--- config.mk ---
export PLATFORM = sky130hd
export DESIGN_NAME = pfc_open_track
export DESIGN_NICKNAME = d
export VERILOG_FILES = /design/src/rtl/pfc_open_track.sv
export SDC_FILE = /design/constraint.sdc
export NUM_CORES = 1
export LEC_CHECK = 0
export BUFFER_PORTS_ARGS = -buffer_cell sky130_fd_sc_hd__clkbuf_2
export CORE_MARGIN = 4
export CORE_UTILIZATION = 55
export DETAILED_ROUTE_END_ITERATION = 7
export PLACE_DENSITY = 0.77
export SLEW_MARGIN = 20
export SYNTH_ARGS = -nofsm -noshare
export SYNTH_HDL_FRONTEND = slang
export SYNTH_SLANG_ARGS = --single-unit
export TNS_END_PERCENT = 5
--- constraint.sdc ---
create_clock -name clk -period 1.53 [get_ports clk]
set_clock_uncertainty 0.15 [all_clocks]
set_input_delay 0.153 -clock clk [delete_from_list [all_inputs] [get_ports clk]]
set_output_delay 0.153 -clock clk [all_outputs]
set_load 0.05 [all_outputs]
--- src/rtl/pfc_open_track.sv ---
module pfc_open_track #(
  parameter int NPORTS = 16,
  localparam int IDX_W = (NPORTS > 1) ? $clog2(NPORTS) : 1
) (
  input  logic             clk,
  input  logic             rst_sync_n,
  input  logic [IDX_W-1:0] idx,
  input  logic             upd,
  input  logic             nxt_open,
  output logic             cur_open
);
  logic [NPORTS-1:0] open_q;

  for (genvar g = 0; g < NPORTS; g++) begin : g_port
    logic wr_en;
    assign wr_en = upd && (32'(idx) == g);
    always_ff @(posedge clk or negedge rst_sync_n) begin
      if (!rst_sync_n)   open_q[g] <= 1'b0;
      else if (wr_en)    open_q[g] <= nxt_open;
    end
  end

  assign cur_open = open_q[idx];
endmodule

==> results.md <==
- Clk Tree Root Cell: clkbuf_4
- Minimum clock period: 1.93 ns
- Largest Register: open_q
- Share of cells above drive strength 1: 0.457
- Setup-failing EPs final: 1
- Port Buffers: 8
- FF+latch count, synth: 16
- Post-DP HPWL: 1.16 mm
- Number of synthesized flops with an enable pin: 0
- Slew Viols, Final: 0
- Routability cong.: 0.803
- Drt pass-1 iters: 4
- Synth area leader: dfrtp_1
- Fillers: 103
- Initial Util: 0.620
- Cell Chain, Critical Path: mux4_2 -> a22oi_2 -> nand3_4 -> buf_8
- Number of global-route vias before repair: 570
- Mapped Cells: 71
- Most frequent cells after synthesis: dfrtp_1 (16), mux2_2 (16), nor2_1 (10)
- FF-to-FF path depth: 2
- CTS clk-pin slew, worst paths: 0.10 ns
- Die Y: 47.5 um
- PnR worst setup slack: -0.396 ns
- First-pass GRT wire length: 2.83 mm
- Layout Nets: 90
- Clock Sinks: 16
- Area Overhead vs Synth: 13.1%
- Sequential-to-total area share from yosys stat: 0.467
- Core area: 1380 um^2
- Gr usage total: 0.186
- PwrDens: 1190 nW/um^2
- DRC Markers: 0
- Worst EP arrival: 1.62 ns
- WHS: 0.144 ns
- Ratio of final minimum period to clock period: 1.26
- Largest regs: open_q x16
- Final Hold Fails: 0
- CTS tree: done
- H-tree Lvls: 1
- Peak Freq: 0.519 GHz
- Via count: 593
- Max Root-Sink Buffers: 2
- Die Span X: 47.5 um
- Async SR Flop Fraction: 1.00
- CP bufs+invs: 1
- Cell Rows: 13
- Flop2flop setup slack: 0.50 ns
- Routed vias/inst: 6.18
- Register Area: 400 um^2
- Final wirelength: 1.61 mm
- Syn Area/Cell: 12.1 um^2
- Total grt overflow: 0
- Initial DRC Count: 18
- ANT nets after route: 0
- Crit path kind: register to output port
- Clock latency at the later pin of the worst-skew pair: 0.29 ns
- YS warnings: 0
- Antenna cells: 0
- TritonCTS buffer count: 3
- Top delay family on crit path: multiplexers
- Peak supply drop: 0.000756 V
- Reg-to-reg critical path startpoint: open_q[2]$_DFFE_PN0P_
- Pin count of the biggest net entering global routing: 17
- Critical Path End Type: output port
- Violations in the final reports: negative setup slack
- Delay of the slowest critical-path stage: 0.48 ns
- Initial antenna violation count: 0
- Cell variety after synth: 15
- Leak Pwr: 0.411 nW
- RSZ-0062 raised after global routing: yes
- Max Cap Viol: 0
- Type of origin of the critical path: register
- IO Count: 9
- Post-synthesis net count: 79
- R2r endpoint: open_q[2]$_DFFE_PN0P_
- Multi-input logic area: 439 um^2
- Top post-synthesis cells by area: dfrtp_1 (47%), mux2_2 (21%), mux4_2 (11%)
- Drt wl/cell: 16.8 um
- Worst Path Max Fanout: 2
- Slew @ Worst Pin: 0.397 ns
- Layout Cells excl Fill: 96
- Cell area after synthesis: 857 um^2
- Die area: 2250 um^2
- Placed Cells: 90
- Max FFs per register: 16
- Slew HR: 0.735
- Crit path launch: open_q[3]$_DFFE_PN0P_
- CP Depth: 4
- Top-area cell type share of the netlist area: 0.467
- Hold Path Class: primary input to async pin
- Primary FF master, synth: dfrtp_1
- Outcome: finished, violations left
- Critical-path top delay cell: mux4_2
- WP data required: 1.23 ns
-- logic make-up (layout without fill, tap and decap cells) --
logic type | count (synthesis) | after routing | synth area share
simple gates | 29 | 29 | 0.168
mux | 20 | 20 | 0.315
flops | 16 | 16 | 0.467
buf+inv | 5 | 15 | 0.0350
compound gates | 1 | 1 | 0.0146
-- layer usage --
metal,routed length (um),vias to the layer above,track usage
met5,0,-,0
li1,-,274,-
met2,760,17,0.267
met4,12,0,0.0608
met1,755,300,0.267
met3,84,2,0.0602
-- worst max path at each step --
stage | slack (ns) | end
floorplan | 0.01 | cur_open
global placement | -0.18 | cur_open
detailed placement | -0.20 | cur_open
CTS | -0.44 | cur_open
global route | -0.44 | cur_open
finish | -0.40 | cur_open
-- placed cells by master, fill, tap and decap left out, drive strengths merged --
cell and count:
a22oi 1, nand3 4, nand2 5, clkbuf 11, nor3b 1, nand3b 2, dfrtp 16, nand2b 2
nor3 3, mux2 16, buf 3, nor2b 2, mux4 4, nor2 10, dlygate4sd3 1
-- cell type report --
type | instances | share of cell area
multi-input cells | 50 | 0.453
flip-flops and latches | 16 | 0.413
repair buffers | 11 | 0.0774
clock buffers | 4 | 0.0374
well taps | 15 | 0.0194
-- stage by stage --
stage | worst slack (ns) | total power, mW | area [um^2] | TNS (ns) | util
2_1_floorplan | 0.0148 | 0.779 | 870 | 0 | -
3_3_place_gp | -0.179 | 0.833 | 906 | -0.179 | 0.655
3_5_place_dp | -0.200 | 0.849 | 906 | -0.200 | 0.655
4_1_cts | -0.440 | 1.14 | 961 | -0.440 | 0.695
5_1_grt | -0.442 | 1.21 | 970 | -0.442 | 0.701
6_report | -0.396 | 1.15 | 970 | -0.396 | 0.701
-- where the power goes --
group	total [mW]	switching [mW]	internal, mW
logic	0.289	0.120	0.169
registers	0.575	0.0540	0.521
clock network	0.286	0.141	0.145
total	1.15	0.315	0.835
-- timing repair --
item | CTS | global route
endpoints found under the hold margin | 16 | 0
setup endpoints to repair | 1 | 1
setup buffers | 0 | 1
hold buffers | 1 | 0
gates resized for setup | 2 | 1
pin swaps | 1 | 2
No activity file was read; power rests on OpenSTA's default activity.
